$ cat src/rtl/wdog_pkg.sv
package wdog_pkg;
  localparam int unsigned DATA_W       = 32;
  localparam int unsigned ADDR_W       = 4;
  localparam int unsigned PRE_W        = 8;
  localparam int unsigned SEL_W        = 2;
  localparam int unsigned CNT_W        = 16;
  localparam int unsigned DIV_LOG2_MIN = 4;
  // post-divider counter must reach 2^(DIV_LOG2_MIN + max select) - 1
  localparam int unsigned DIV_W        = DIV_LOG2_MIN + (1 << SEL_W) - 1;

  localparam logic [ADDR_W-1:0] OFF_CTRL   = ADDR_W'(4'h0);
  localparam logic [ADDR_W-1:0] OFF_RELOAD = ADDR_W'(4'h4);
  localparam logic [ADDR_W-1:0] OFF_COUNT  = ADDR_W'(4'h8);

  localparam int unsigned POS_PRE = 8;
  localparam int unsigned POS_EN  = 5;
  localparam int unsigned POS_SEL = 3;
  localparam int unsigned POS_RST = 0;

  typedef struct packed {
    logic [PRE_W-1:0] pre;
    logic             en;
    logic [SEL_W-1:0] sel;
    logic             rst_en;
  } ctrl_t;

  localparam ctrl_t CTRL_RESET = '{pre: 8'h80, en: 1'b1, sel: 2'd3, rst_en: 1'b1};
  localparam logic [CNT_W-1:0] CNT_RESET = CNT_W'(16'h8000);

  function automatic logic [DATA_W-1:0] ctrl_to_word(input ctrl_t c);
    logic [DATA_W-1:0] w;
    w = '0;
    w[POS_PRE +: PRE_W] = c.pre;
    w[POS_EN]           = c.en;
    w[POS_SEL +: SEL_W] = c.sel;
    w[POS_RST]          = c.rst_en;
    return w;
  endfunction

  function automatic ctrl_t word_to_ctrl(input logic [DATA_W-1:0] w);
    ctrl_t c;
    c.pre    = w[POS_PRE +: PRE_W];
    c.en     = w[POS_EN];
    c.sel    = w[POS_SEL +: SEL_W];
    c.rst_en = w[POS_RST];
    return c;
  endfunction

  // last value of the post-divider for a given select: 2^(4+sel) - 1
  function automatic logic [DIV_W-1:0] div_last(input logic [SEL_W-1:0] sel);
    logic [DIV_W:0] span;
    span = (DIV_W+1)'(1) << (DIV_LOG2_MIN + int'(sel));
    return DIV_W'(span - 1'b1);
  endfunction
endpackage

$ cat src/rtl/wdog_regs.sv
module wdog_regs
  import wdog_pkg::*;
#(
  parameter int unsigned AW = ADDR_W,
  parameter int unsigned DW = DATA_W,
  parameter int unsigned CW = CNT_W
) (
  input  logic          clk,
  input  logic          rst_n,
  input  logic          bus_wr,
  input  logic [AW-1:0] bus_addr,
  input  logic [DW-1:0] bus_wdata,
  input  logic [CW-1:0] live_cnt,
  output ctrl_t         ctrl_q,
  output logic [CW-1:0] reload_q,
  output logic          cnt_wr,
  output logic [CW-1:0] cnt_wdata,
  output logic [DW-1:0] bus_rdata
);
  logic hit_ctrl, hit_reload, hit_count, reload_wr;

  assign hit_ctrl   = bus_wr && (bus_addr == AW'(OFF_CTRL));
  assign hit_reload = bus_wr && (bus_addr == AW'(OFF_RELOAD));
  assign hit_count  = bus_wr && (bus_addr == AW'(OFF_COUNT));
  // reload word is locked while the timer runs
  assign reload_wr  = hit_reload && !ctrl_q.en;

  always_ff @(posedge clk or negedge rst_n) begin
    if (!rst_n) begin
      ctrl_q   <= CTRL_RESET;
      reload_q <= CNT_RESET;
    end else begin
      if (hit_ctrl)  ctrl_q   <= word_to_ctrl(DATA_W'(bus_wdata));
      if (reload_wr) reload_q <= bus_wdata[CW-1:0];
    end
  end

  assign cnt_wr    = hit_count;
  assign cnt_wdata = bus_wdata[CW-1:0];

  always_comb begin
    bus_rdata = '0;
    if (bus_addr == AW'(OFF_CTRL))        bus_rdata = DW'(ctrl_to_word(ctrl_q));
    else if (bus_addr == AW'(OFF_RELOAD)) bus_rdata = DW'(reload_q);
    else if (bus_addr == AW'(OFF_COUNT))  bus_rdata = DW'(live_cnt);
  end
endmodule

$ cat src/rtl/wdog_tick_gen.sv
module wdog_tick_gen
  import wdog_pkg::*;
#(
  parameter int unsigned PW  = PRE_W,
  parameter int unsigned SW  = SEL_W,
  parameter int unsigned DVW = DIV_W
) (
  input  logic          clk,
  input  logic          rst_n,
  input  logic          en,
  input  logic [PW-1:0] pre,
  input  logic [SW-1:0] sel,
  output logic          pre_tick,
  output logic          tick
);
  logic [PW-1:0]  pcnt_q;
  logic [DVW-1:0] dcnt_q;
  logic           div_hit;

  assign pre_tick = en && (pcnt_q == pre);
  assign div_hit  = (dcnt_q == DVW'(div_last(SEL_W'(sel))));
  assign tick     = pre_tick && div_hit;

  // both stages sit at zero while stopped, so an enable restarts them
  always_ff @(posedge clk or negedge rst_n) begin
    if (!rst_n) begin
      pcnt_q <= '0;
      dcnt_q <= '0;
    end else if (!en) begin
      pcnt_q <= '0;
      dcnt_q <= '0;
    end else begin
      pcnt_q <= pre_tick ? '0 : pcnt_q + 1'b1;
      if (pre_tick) dcnt_q <= div_hit ? '0 : dcnt_q + 1'b1;
    end
  end
endmodule

$ cat src/rtl/wdog_counter.sv
module wdog_counter
  import wdog_pkg::*;
#(
  parameter int unsigned   CW        = CNT_W,
  parameter logic [CW-1:0] RESET_VAL = CNT_RESET
) (
  input  logic          clk,
  input  logic          rst_n,
  input  logic          tick,
  input  logic          rst_en,
  input  logic          ld,
  input  logic [CW-1:0] ld_val,
  input  logic [CW-1:0] reload,
  output logic [CW-1:0] cnt_q,
  output logic          expire,
  output logic          rst_pulse_q
);
  assign expire = tick && (cnt_q == '0);

  always_ff @(posedge clk or negedge rst_n) begin
    if (!rst_n) begin
      cnt_q       <= RESET_VAL;
      rst_pulse_q <= 1'b0;
    end else begin
      rst_pulse_q <= expire && rst_en && !ld;
      if (ld)          cnt_q <= ld_val;
      else if (expire) cnt_q <= reload;
      else if (tick)   cnt_q <= cnt_q - 1'b1;
    end
  end
endmodule

$ cat src/rtl/wdog_top.sv
module wdog_top
  import wdog_pkg::*;
#(
  parameter int unsigned AW = ADDR_W,
  parameter int unsigned DW = DATA_W
) (
  input  logic          clk,
  input  logic          rst_n,
  input  logic          bus_wr,
  input  logic [AW-1:0] bus_addr,
  input  logic [DW-1:0] bus_wdata,
  output logic [DW-1:0] bus_rdata,
  output logic          wdog_rst_o
);
  ctrl_t             ctrl_q;
  logic [CNT_W-1:0]  reload_q, cnt_q, cnt_wdata;
  logic              cnt_wr, pre_tick, tick, expire;
  logic              ctrl_en, ctrl_rst_en;

  assign ctrl_en     = ctrl_q.en;
  assign ctrl_rst_en = ctrl_q.rst_en;

  wdog_regs #(.AW(AW), .DW(DW), .CW(CNT_W)) u_regs (
    .clk(clk), .rst_n(rst_n), .bus_wr(bus_wr), .bus_addr(bus_addr),
    .bus_wdata(bus_wdata), .live_cnt(cnt_q), .ctrl_q(ctrl_q),
    .reload_q(reload_q), .cnt_wr(cnt_wr), .cnt_wdata(cnt_wdata),
    .bus_rdata(bus_rdata)
  );

  wdog_tick_gen #(.PW(PRE_W), .SW(SEL_W), .DVW(DIV_W)) u_tick (
    .clk(clk), .rst_n(rst_n), .en(ctrl_en), .pre(ctrl_q.pre),
    .sel(ctrl_q.sel), .pre_tick(pre_tick), .tick(tick)
  );

  wdog_counter #(.CW(CNT_W), .RESET_VAL(CNT_RESET)) u_cnt (
    .clk(clk), .rst_n(rst_n), .tick(tick), .rst_en(ctrl_rst_en),
    .ld(cnt_wr), .ld_val(cnt_wdata), .reload(reload_q), .cnt_q(cnt_q),
    .expire(expire), .rst_pulse_q(wdog_rst_o)
  );

  logic unused_pre_tick;
  assign unused_pre_tick = pre_tick;
endmodule

$ cat config.mk
export PLATFORM = sky130hd
export DESIGN_NAME = wdog_top
export DESIGN_NICKNAME = d
export VERILOG_FILES = /design/src/rtl/wdog_pkg.sv /design/src/rtl/wdog_regs.sv /design/src/rtl/wdog_tick_gen.sv /design/src/rtl/wdog_counter.sv /design/src/rtl/wdog_top.sv
export SDC_FILE = /design/constraint.sdc
export NUM_CORES = 1
export LEC_CHECK = 0
export BUFFER_PORTS_ARGS = -buffer_cell sky130_fd_sc_hd__clkbuf_2
export CELL_PAD_IN_SITES_DETAIL_PLACEMENT = 1
export CELL_PAD_IN_SITES_GLOBAL_PLACEMENT = 1
export CORE_MARGIN = 10
export CORE_UTILIZATION = 47
export CTS_CLUSTER_SIZE = 25
export DETAILED_ROUTE_END_ITERATION = 10
export GPL_TIMING_DRIVEN = 0
export PLACE_DENSITY = 0.86
export SLEW_MARGIN = 20
export SYNTH_ARGS = -nofsm -noshare
export SYNTH_HDL_FRONTEND = slang
export SYNTH_HIERARCHICAL = 1
export SYNTH_SLANG_ARGS = --single-unit
$ cat constraint.sdc
create_clock -name clk -period 7.3 [get_ports clk]
set_input_delay 0.73 -clock clk [delete_from_list [all_inputs] [get_ports clk]]
set_output_delay 0.73 -clock clk [all_outputs]
set_load 0.01 [all_outputs]
==> impl_metrics.yaml <==
run_status:
  status: "completed"
yosys:
  avgSynthCellArea_um2: 9.64
  synth_warnings: 6
  synth_area_um2: 3970
  synthCells: 412
setup_path:
  slowest_stage: "clkbuf_1"
  required_ps: 7550
  path_cells: "nor4_1 > nor2_1 > a311o_2 > nor4_2 > clkbuf_1 > nand3b_1 > nor2_1 > clkbuf_1 > a21oi_1 > o31ai_1"
  path_max_fanout: 10
  crit_path_end_kind: "register"
  critical_path_class: "reg -> reg"
  crit_family: "simple AND/OR/NAND/NOR gates"
  worst_ep_arrival_time_ps: 3620
  max_stage_delay_ps: 550
  startpoint_type: "register"
  cp.depth: 10
  cp_num_buf_inv: 2
  worstRegToRegCells: 10
flow_run:
  maxCapViolCount: 0
timing:
  tightest_slew_ps: 929
  setup_tns_ps: 0
  setup_viol: 0
  rsz0062_at_grt: "false"
  hold_ws_ps: 262
  finalCriticalPeriod_ps: 3360
  worst_clock_skew_ps: 9.44
  finalCritPeriodShare_pct: 46.1
  final_max_slew_viol_count: 0
  finalHoldViolations: 0
  setup_ws_ps: 3940
  fmax_mhz: 297
  slew_headroom_pct: 37.5
routing:
  finalWirelength_um: 12400
  dr.first_iter.drc_count: 178
  via_per_inst: 5.94
  drt_pre_antenna_iters: 4
  num_vias: 3495
  postRouteAntennaNets: 0
  wl_per_cell_um: 21.1
  drc: 0
floorplan:
  die_area_um2: 12500
  core_um2: 8220
  fp.dieW_um: 112
  rows: 33
  start_util_pct: 48.3
  die_h_um: 112
  io_pins: 72
cts:
  cts.path.max_buffers: 2
  cts_tree: "built"
  cts_buffers: 9
  cts_root_buf: "clkbuf_8"
  clkSinkCount: 60
  cts_resized: 0
  clk_pin_slew_ps: 80
  clock_latency_ps: 350
  post_cts_buffers: 0
  ctsHtreeMaxLevel: 3
  ctsHoldBuffers: 0
layout:
  n_antenna_cell: 0
  num-nets-final: 521
  drive_gt1_share_pct: 31.7
  fin_util_pct: 56.1
  area_growth_pct: 16.1
global_route:
  antenna_found_initial: 0
  grt_pass1_wl_um: 20400
  grt_max_degree: 48
  grt_overflow: 0
  grt_usage_pct: 19.8
  grt_pass1_vias: 3763
power:
  p_leak_nw: 2.06
  finalPower_mw: 1.10
  pwr_density_cell_nw_per_um2: 240
  ir_drop_v: 0.000122
placement:
  gp_congestion: 0.923
  dp_slack_ps: 4140
  port_buffers: 39
  dpl.hpwl_um: 8960
hold_path:
  hold_class: "in -> async"
power by group:
group          switching [mW]  internal (mW)
Combinational           0.147          0.139
Clock                   0.150          0.194
Sequential             0.0767          0.399
Total                   0.374          0.731
state kept, by name, summed over array words and instances (netlist names):
register,count
u_cnt/cnt_q,16
u_tick/pcnt_q,8
u_regs/reload_q,16
u_regs/ctrl_q,12
u_tick/dcnt_q,7
u_cnt/rst_pulse_q,1
path summary, 6_finish.rpt:
check,endpoint,slack [ps],start
max,u_cnt/cnt_q[3],3940,u_tick/dcnt_q[5]
min,u_regs/ctrl_q[4],260,rst_n
max reg2reg,u_cnt/cnt_q[3],3940,u_tick/dcnt_q[5]
min reg2reg,u_tick/pcnt_q[0],530,u_tick/pcnt_q[0]
max in group asynchronous,u_regs/ctrl_q[11],6470,rst_n
min in group clk,u_tick/pcnt_q[0],530,u_tick/pcnt_q[0]
placed cells by master, fill, tap and decap left out, types with 4 or more instances in the layout:
master	count
mux2_4	10
o31ai_1	10
conb_1	16
mux2_2	18
nand3_1	10
xor2_1	4
nor4_1	4
nand4_1	6
o21ai_0	13
nor2_1	36
buf_6	4
mux2i_1	4
xnor2_1	17
clkbuf_8	10
nor3_1	13
a22oi_1	8
dfrtp_1	53
dfstp_2	7
clkbuf_2	38
inv_1	8
a21oi_1	26
o21ai_1	7
nand2_1	27
and3_1	4
buf_4	34
o211ai_1	4
ha_1	4
clkbuf_1	12
nor3b_1	8
routing by layer:
layer  global-route usage (%)  wire, µm  up-vias
li1                         -         -     1581
met1                     23.9      5230     1786
met2                     34.3      6320      113
met3                     4.62       732       15
met4                     5.40       139        0
met5                        0         0        -
worst register-to-register path: stages, from the launching register on:
cell	delay (ps)
dfrtp_1	450
nor4_1	400
nor2_1	70
a311o_2	430
nor4_2	170
clkbuf_1	340
nand3b_1	210
nor2_1	250
clkbuf_1	550
a21oi_1	190
o31ai_1	220
final cells by class:
class | count | area (µm²)
fill | 958 | 3610
multi-input combinational | 305 | 2110
sequential | 60 | 1510
buffer | 54 | 374
timing repair buffer | 40 | 225
tap | 105 | 131
clock buffer | 9 | 124
clock inverter | 7 | 101
inverter | 8 | 30.0
stage by stage:
step                cells  cell area [µm²]
global route          588             4610
CTS                   588             4610
detailed placement    572             4380
finish                588             4610
global placement      571             4350
floorplan             427             4030
Power figures use the tool's default switching activity.
